**src/rtl/cfg_xlate_pkg.sv**
```systemverilog
package cfg_xlate_pkg;
    localparam int AD_W     = 32;
    localparam int BUS_W    = 8;
    localparam int DEV_W    = 5;
    localparam int FN_W     = 3;
    localparam int REGN_W   = 6;
    localparam int BE_W     = AD_W / 8;
    localparam int EN_POS   = 31;
    localparam int BUS_LO   = 16;
    localparam int DEV_LO   = 11;
    localparam int FN_LO    = 8;
    localparam int REGN_LO  = 2;
    localparam int IDSEL_LO = DEV_LO;
    localparam int IDSEL_W  = AD_W - IDSEL_LO;
    localparam logic [DEV_W-1:0] DEV_RSVD = '1;

    localparam logic [3:0] CMD_INTACK  = 4'h0;
    localparam logic [3:0] CMD_SPECIAL = 4'h1;
    localparam logic [3:0] CMD_IO_RD   = 4'h2;
    localparam logic [3:0] CMD_IO_WR   = 4'h3;
    localparam logic [3:0] CMD_MEM_RD  = 4'h6;
    localparam logic [3:0] CMD_MEM_WR  = 4'h7;
    localparam logic [3:0] CMD_CFG_RD  = 4'hA;
    localparam logic [3:0] CMD_CFG_WR  = 4'hB;

    typedef enum logic [2:0] {
        KIND_MEM  = 3'd0,
        KIND_IO   = 3'd1,
        KIND_CFG0 = 3'd2,
        KIND_CFG1 = 3'd3,
        KIND_SPEC = 3'd4
    } xact_kind_e;

    typedef struct packed {
        logic              en;
        logic [BUS_W-1:0]  bus;
        logic [DEV_W-1:0]  dev;
        logic [FN_W-1:0]   fn;
        logic [REGN_W-1:0] regn;
    } cfg_addr_t;

    typedef struct packed {
        xact_kind_e       kind;
        logic [AD_W-1:0]  ad;
        logic [3:0]       cmd;
        logic [BE_W-1:0]  be_n;
    } xact_t;
endpackage

```
**src/rtl/cfg_addr_reg.sv**
```systemverilog
module cfg_addr_reg
    import cfg_xlate_pkg::*;
(
    input  logic            clk,
    input  logic            rst_n,
    input  logic            wr,
    input  logic [AD_W-1:0] wdata,
    output cfg_addr_t       q,
    output logic [AD_W-1:0] rdata
);
    always_ff @(posedge clk) begin
        if (!rst_n) begin
            q <= '0;
        end else if (wr) begin
            q.en   <= wdata[EN_POS];
            q.bus  <= wdata[BUS_LO  +: BUS_W];
            q.dev  <= wdata[DEV_LO  +: DEV_W];
            q.fn   <= wdata[FN_LO   +: FN_W];
            q.regn <= wdata[REGN_LO +: REGN_W];
        end
    end

    always_comb begin
        rdata = '0;
        rdata[EN_POS]             = q.en;
        rdata[BUS_LO  +: BUS_W]   = q.bus;
        rdata[DEV_LO  +: DEV_W]   = q.dev;
        rdata[FN_LO   +: FN_W]    = q.fn;
        rdata[REGN_LO +: REGN_W]  = q.regn;
    end
endmodule

```
**src/rtl/cfg_byte_en.sv**
```systemverilog
module cfg_byte_en
    import cfg_xlate_pkg::*;
(
    input  logic [1:0]      addr_lo,
    input  logic [1:0]      size,
    output logic [BE_W-1:0] be_n
);
    logic [BE_W-1:0] be;

    always_comb begin
        unique case (size)
            2'd0:    be = BE_W'(1) << addr_lo;
            2'd1:    be = addr_lo[1] ? 4'b1100 : 4'b0011;
            default: be = '1;
        endcase
        be_n = ~be;
    end
endmodule

```
**src/rtl/cfg_decode.sv**
```systemverilog
module cfg_decode
    import cfg_xlate_pkg::*;
(
    input  cfg_addr_t       car,
    input  logic [AD_W-1:0] addr,
    input  logic [1:0]      size,
    input  logic            write,
    input  logic            is_io,
    output xact_t           xact
);
    logic [IDSEL_W-1:0] idsel;
    logic [BE_W-1:0]    be_n;

    for (genvar g = 0; g < IDSEL_W; g++) begin : g_idsel
        assign idsel[g] = (car.dev == DEV_W'(g));
    end

    cfg_byte_en u_be (
        .addr_lo (addr[1:0]),
        .size    (size),
        .be_n    (be_n)
    );

    always_comb begin
        xact.ad   = addr;
        xact.be_n = be_n;
        xact.kind = KIND_MEM;
        xact.cmd  = write ? CMD_MEM_WR : CMD_MEM_RD;
        if (is_io) begin
            if (!car.en) begin
                xact.kind = KIND_IO;
                xact.cmd  = write ? CMD_IO_WR : CMD_IO_RD;
            end else if (car.dev == DEV_RSVD) begin
                xact.kind = KIND_SPEC;
                xact.cmd  = write ? CMD_SPECIAL : CMD_INTACK;
            end else if (car.bus == '0) begin
                xact.kind = KIND_CFG0;
                xact.cmd  = write ? CMD_CFG_WR : CMD_CFG_RD;
                xact.ad   = {idsel, car.fn, car.regn, 2'b00};
            end else begin
                xact.kind = KIND_CFG1;
                xact.cmd  = write ? CMD_CFG_WR : CMD_CFG_RD;
                xact.ad   = {{(AD_W-BUS_LO-BUS_W){1'b0}}, car.bus, car.dev,
                             car.fn, car.regn, 2'b01};
            end
        end
    end
endmodule

```
**src/rtl/cfg_xlate_top.sv**
```systemverilog
module cfg_xlate_top
    import cfg_xlate_pkg::*;
(
    input  logic        clk,
    input  logic        rst_n,
    input  logic        reg_wr,
    input  logic [31:0] reg_wdata,
    output logic [31:0] reg_rdata,
    input  logic        req_valid,
    output logic        req_ready,
    input  logic [31:0] req_addr,
    input  logic [1:0]  req_size,
    input  logic        req_write,
    input  logic        req_is_io,
    output logic        out_valid,
    input  logic        out_ready,
    output logic [2:0]  out_kind,
    output logic [31:0] out_ad,
    output logic [3:0]  out_cmd,
    output logic [3:0]  out_be_n
);
    typedef enum logic {ST_IDLE, ST_HOLD} state_e;

    state_e    state_q, state_d;
    cfg_addr_t car_q;
    xact_t     xact_d, xact_q;

    cfg_addr_reg u_reg (
        .clk   (clk),
        .rst_n (rst_n),
        .wr    (reg_wr),
        .wdata (reg_wdata),
        .q     (car_q),
        .rdata (reg_rdata)
    );

    cfg_decode u_dec (
        .car   (car_q),
        .addr  (req_addr),
        .size  (req_size),
        .write (req_write),
        .is_io (req_is_io),
        .xact  (xact_d)
    );

    always_ff @(posedge clk) begin
        if (!rst_n) begin
            state_q <= ST_IDLE;
        end else begin
            state_q <= state_d;
        end
    end

    always_ff @(posedge clk) begin
        if (!rst_n) begin
            xact_q <= '0;
        end else if (state_q == ST_IDLE && req_valid) begin
            xact_q <= xact_d;
        end
    end

    always_comb begin
        state_d = state_q;
        unique case (state_q)
            ST_IDLE: if (req_valid) state_d = ST_HOLD;
            ST_HOLD: if (out_ready) state_d = ST_IDLE;
        endcase
    end

    always_comb begin
        req_ready = 1'b0;
        out_valid = 1'b0;
        unique case (state_q)
            ST_IDLE: req_ready = 1'b1;
            ST_HOLD: out_valid = 1'b1;
        endcase
        out_kind = xact_q.kind;
        out_ad   = xact_q.ad;
        out_cmd  = xact_q.cmd;
        out_be_n = xact_q.be_n;
    end
endmodule

```
**config.mk**
```make
export PLATFORM = sky130hd
export DESIGN_NAME = cfg_xlate_top
export DESIGN_NICKNAME = d
export VERILOG_FILES = /design/src/rtl/cfg_xlate_pkg.sv /design/src/rtl/cfg_addr_reg.sv /design/src/rtl/cfg_byte_en.sv /design/src/rtl/cfg_decode.sv /design/src/rtl/cfg_xlate_top.sv
export SDC_FILE = /design/constraint.sdc
export NUM_CORES = 1
export LEC_CHECK = 0
export BUFFER_PORTS_ARGS = -buffer_cell sky130_fd_sc_hd__buf_4
export CAP_MARGIN = 25
export CORE_ASPECT_RATIO = 2
export CORE_MARGIN = 4
export CORE_UTILIZATION = 45
export CTS_CLUSTER_SIZE = 28
export DETAILED_ROUTE_END_ITERATION = 16
export HOLD_SLACK_MARGIN = 0.12
export PLACE_DENSITY = 0.78
export SYNTH_ARGS = -nofsm -noshare
export SYNTH_HDL_FRONTEND = slang
export SYNTH_SLANG_ARGS = --single-unit
```
**constraint.sdc**
```tcl
create_clock -name clk -period 4.05 [get_ports clk]
set_input_delay 0.405 -clock clk [delete_from_list [all_inputs] [get_ports clk]]
set_output_delay 0.405 -clock clk [all_outputs]
set_load 0.05 [all_outputs]
```
* Word level (Yosys, flattened, before mapping)
Cells that the tools add are included.
** Cells by class
- Equal/unequal tests :: 22
- Shifts and indexed selects :: 1
- Multiplexer cells :: 19
- Bitwise operators :: 2
- Reductions and logical operators :: 4
** Operator list (number)
- $mux 32 :: 2
- $eq 5x4->1 const B :: 8
- $mux 39 :: 1
- $mux 37 :: 1
- $eq 5x5->1 const B :: 6
- $eq 5x3->1 const B :: 4
- $mux 4 :: 3
- $eq 5x2->1 const B :: 2
- $logic_not 8->1 :: 1
- $mux 1 :: 8
- $pmux 4 s2 :: 1
- $mux 3 :: 2
- $eq 5x1->1 const B :: 1
- $logic_not 5->1 :: 1
- $not 4->4 :: 1
- $shl 1x2->4 const A :: 1
- $eq 2x1->1 const B :: 1
- $logic_not 2->1 :: 1
- $pmux 1 s2 :: 1
- $logic_and 1x1->1 :: 1
- $not 1->1 :: 1
** Word-level totals
- Register bits after elaboration :: 67
- Output and inout bits :: 77
- Logic and storage cells :: 58

* Longest topological paths before layout
- Depth in word-level cells :: 5
- Gate-level depth with buffers :: 7

* Cells and area by module
A second synthesis with hierarchy kept.
** Unflattened totals
- Cells, all modules :: 429
- Area, all modules :: 3676.0 µm²
** Modules (own cells, without submodules)
- cfg_xlate_top :: instances 1, cells an instance 192, area each 1821.7 µm²
- cfg_addr_reg :: instances 1, cells an instance 107, area each 1137.3 µm²
- cfg_decode :: instances 1, cells an instance 123, area each 680.7 µm²
- cfg_byte_en :: instances 1, cells an instance 7, area each 36.3 µm²

* Worst setup path after synthesis
Ideal clock, no wire load.
- Path type :: flip-flop to flip-flop
- Start :: register u_reg.q[21] in the netlist's numbering
- End :: register xact_q, in the netlist out_ad[23]
- Library setup time :: 0.073 ns
- Data arrival time :: 2.070 ns
- Setup slack :: 1.906 ns
- Stages on the path, launching flop included :: 6
- Period minus slack after synthesis :: 2.144 ns
- Cell sequence :: dfxtp_1 or4_4 buf_6 or4b_4 o211a_1 nor3_2
** Between the ends
- Cells in the longest elaborated chain, start to end :: 5
** RTL lines
- from (decl) :: line cfg_addr_reg.sv:8 : output cfg_addr_t q,
- $logic_not 8->1 :: line cfg_decode.sv:36 : end else if (car.bus == '0) begin
- $mux 37 (*) :: line cfg_decode.sv:36
- $mux 32 (*) :: line cfg_decode.sv:33 : end else if (car.dev == DEV_RSVD) begin
- $mux 32 (*) :: line cfg_decode.sv:30 : if (!car.en) begin
- $mux 39 (*) :: line cfg_decode.sv:29 : if (is_io) begin
- to (signal assigned) :: line cfg_xlate_top.sv:58 : xact_q <= xact_d;
- to (decl) :: line cfg_xlate_top.sv:26 : xact_t xact_d, xact_q;
Mark *: on every way between the ends. The rest lies on a longest branch, timed or not.
A chain may end at the register's enable or synchronous reset.

* Worst setup path in the final report
- Start :: register u_reg.q[17] in the netlist's numbering
- End :: register xact_q, in the netlist out_ad[19]
The elaborated chain is that of the path after synthesis.

==> flow_summary.json <==
{
  "end_kind": "register",
  "viasPerCell": 5.520,
  "path_clk_slew_ns": 0.05,
  "synth.avg_cell_area_um2": 8.667,
  "ir_drop_v": 0.0002864,
  "cp.arrival_ns": 2.42,
  "wl_per_cell_um": 16.69,
  "io-pin-count": 150,
  "start_util_pct": 46.60,
  "timing.rr.start": "u_reg.q[17]$_SDFFE_PN0P_",
  "synthFlopType": "dfxtp_1",
  "fp.dieH_um": 125.1,
  "reg2reg_slack_ns": 1.89,
  "finalSetupViolCount": 0,
  "routabilityCongestion": 0.8506,
  "finalHoldViolCount": 0,
  "grt_pass1_vias": 2791,
  "antenna_cells": 0,
  "finalNonFillerCells": 556,
  "worstPathCellList": "or4_1 > or4_4 > o311a_1 > nor3_2",
  "status": "complete, no violations",
  "ys_seq_area_share_pct": 42.82,
  "yosys_warnings": 0,
  "cts_tree": "yes",
  "clkLatencyLatePin_ns": 0.34,
  "core_area_mm2": 0.006621,
  "grt_overflow": 0,
  "cpMaxStageDelayCell": "or4_1",
  "drtAntennaViolNets": 0,
  "leakage_uw": 0.001945,
  "hp-class": "primary input to register",
  "ctsHoldBuffers": 0,
  "cp.required_ns": 4.31,
  "fin_nets": 538,
  "numCtsBuffers": 9,
  "layout_min_cycle_time_ns": 2.160,
  "cp_slowest_stage_delay_ns": 0.72,
  "grt_antenna_before_repair": 0,
  "first_iter_violations": 311,
  "cp_max_fo": 11,
  "slew-limit-headroom_pct": 33.50,
  "synth_edf_count": 0,
  "cts-resized-gates": 0,
  "clockBufferDepth": 2,
  "multi_input_comb_area_mm2": 0.001583,
  "grt_max_degree": 76,
  "routed_wl_mm": 9.282,
  "drive_above_1_share_pct": 32.48,
  "worst_hold_path.endpoint": "out_ad[31]$_SDFFE_PN0P_",
  "drc": 0,
  "syn_to_final_growth_pct": 38.77,
  "r2r-end": "out_ad[19]$_SDFFE_PN0P_",
  "final.setup.tns_ns": 0,
  "regArea_mm2": 0.001321,
  "synthDistinctLibCells": 45,
  "p_per_area_mw_per_mm2": 438.2,
  "synthArstFlopShare_pct": 0,
  "grt_first_pass_wirelength_mm": 14.09,
  "cts_setup_buffers": 0,
  "dp_cells": 542,
  "die_x_um": 66.55,
  "rsz0062_at_grt": "no",
  "crit_path_start_kind": "register",
  "root_buffer": "clkbuf_16",
  "r2r_cells": 4,
  "rows": 42,
  "synth-seq-cells": 66,
  "clock.fmax_ghz": 0.4629,
  "first_pass_iters": 4,
  "dp_hpwl_mm": 6.551,
  "fin_crit_sh_pct": 53.34,
  "min_from": "req_addr[31]",
  "fillCellCount": 606,
  "port_buffers": 131,
  "synth_cells": 356,
  "htree_levels": 3,
  "worst-setup-path-type": "register to register",
  "clock_sinks": 66,
  "min_path_cells": 2,
  "grt_util_all_layers_pct": 22.21,
  "fin_hold_ws_ns": 0.3068,
  "worst_pin_slew_ns": 0.9954,
  "vias": 3069,
  "fp.dieArea_mm2": 0.008325,
  "drv_slew": 0,
  "finalClockSkew_ns": 0.005843,
  "syn_area_mm2": 0.003085,
  "cap_violations": 0
}
==> stage by stage <==
step | instance area [µm²] | power [µW] | utilization (%) | worst slack [ns]
finish | 4282 | 1876 | 64.66 | 1.890
CTS | 4282 | 1886 | 64.66 | 1.890
global placement | 4028 | 1200 | 60.83 | 1.930
global route | 4282 | 1945 | 64.66 | 1.768
detailed placement | 4028 | 1207 | 60.83 | 1.901
floorplan | 3115 | 1060 | - | 1.906
==> registers in the layout (all words and copies together) (netlist names) <==
signal    count
u_reg.q      23
state_q       1
out_cmd       3
out_kind      3
out_ad       32
out_be_n      4
==> kinds of logic (layout without fill, tap and decap cells) <==
| kind of cell | Yosys count | count (layout) | share of synthesized area [%] |
|---|---|---|---|
| multiplexers | 23 | 23 | 7.461 |
| other | 1 | 9 | 0.1215 |
| buffers and inverters | 47 | 151 | 7.218 |
| AND/OR/NAND/NOR | 132 | 132 | 23.40 |
| AO/OA/AOI/OAI | 87 | 87 | 18.98 |
| flip-flops | 66 | 66 | 42.82 |
==> cells in the final DEF (no fill, tap or decap), drive strengths merged, types with 14 or more instances in the layout <==
| cell type | count |
|---|---|
| a31oi | 15 |
| clkbuf | 14 |
| mux2i | 23 |
| dfxtp | 66 |
| o21ai | 30 |
| buf | 133 |
| nor3 | 17 |
| nand2 | 33 |
| nor2b | 28 |
| nor2 | 14 |
==> where the power goes <==
group	leakage, µW	switching (µW)	total [µW]	internal [µW]
combinational	0.00128	304	460	155
sequential	0.000545	37.7	735	697
clock	0.000123	258	681	424
total	0.00194	600	1880	1280
==> cell usage after synthesis (2+ instances only) <==
master      n  area, µm²
a2111oi_0   3      26.28
a21boi_1    5      37.54
inv_1       4      15.01
clkbuf_1   28      105.1
or4_4       2      22.52
o21ai_0    29      145.1
o21a_1      2      15.01
mux2i_1    23      230.2
or3_1       2      12.51
a32oi_1     2      17.52
nor2b_1    28      175.2
nand2_1    33      123.9
buf_1       3      11.26
nand3_1     8      40.04
dfxtp_1    66       1321
nor4_1      6      37.54
nor3_2      2      20.02
a221oi_1   10      87.58
or4_1       2      15.01
and2_1      3      18.77
a211oi_1    2      15.01
nor3_1     15      75.07
nand4_1     4      25.02
a31oi_1    15      93.84
a21oi_1     6      30.03
nor2_1     14      52.55
buf_4      10      75.07
nand2b_1    6      37.54
o211a_1     7      70.07
==> how the worst max path moves through the flow <==
stage	startpoint	endpoint	slack (ns)	depth (start not counted)
2_1_floorplan	u_reg.q[21]$_SDFFE_PN0P_	out_ad[23]$_SDFFE_PN0P_	1.91	5
3_3_place_gp	u_reg.q[17]$_SDFFE_PN0P_	out_ad[19]$_SDFFE_PN0P_	1.93	4
3_5_place_dp	u_reg.q[17]$_SDFFE_PN0P_	out_ad[19]$_SDFFE_PN0P_	1.90	4
4_1_cts	u_reg.q[17]$_SDFFE_PN0P_	out_ad[19]$_SDFFE_PN0P_	1.89	4
5_1_grt	u_reg.q[10]$_SDFFE_PN0P_	out_ad[13]$_SDFFE_PN0P_	1.77	4
6_report	u_reg.q[17]$_SDFFE_PN0P_	out_ad[19]$_SDFFE_PN0P_	1.89	4
==> worst max-delay path, delay by kind of cell, from the launching register on <==
family	cells	cell delay, ns
AO/OA/AOI/OAI	1	0.31
flip-flops	1	0.33
AND/OR/NAND/NOR	3	1.44
==> layout make-up <==
| type | instances | area share, % |
|---|---|---|
| multi-input cells | 251 | 36.97 |
| inverters | 4 | 0.3507 |
| flip-flops and latches | 66 | 30.86 |
| clock buffers | 14 | 5.932 |
| repair buffers | 133 | 23.32 |
| well taps | 88 | 2.572 |
==> layer usage <==
layer,vias up,track usage (%),part of all wire [%]
met4,0,12.69,4.3
met2,113,37.35,53
met3,26,5.745,5.5
li1,1476,-,-
met5,-,0,0
met1,1454,24.35,37
Note: power is estimated with default switching activity, not from simulation.
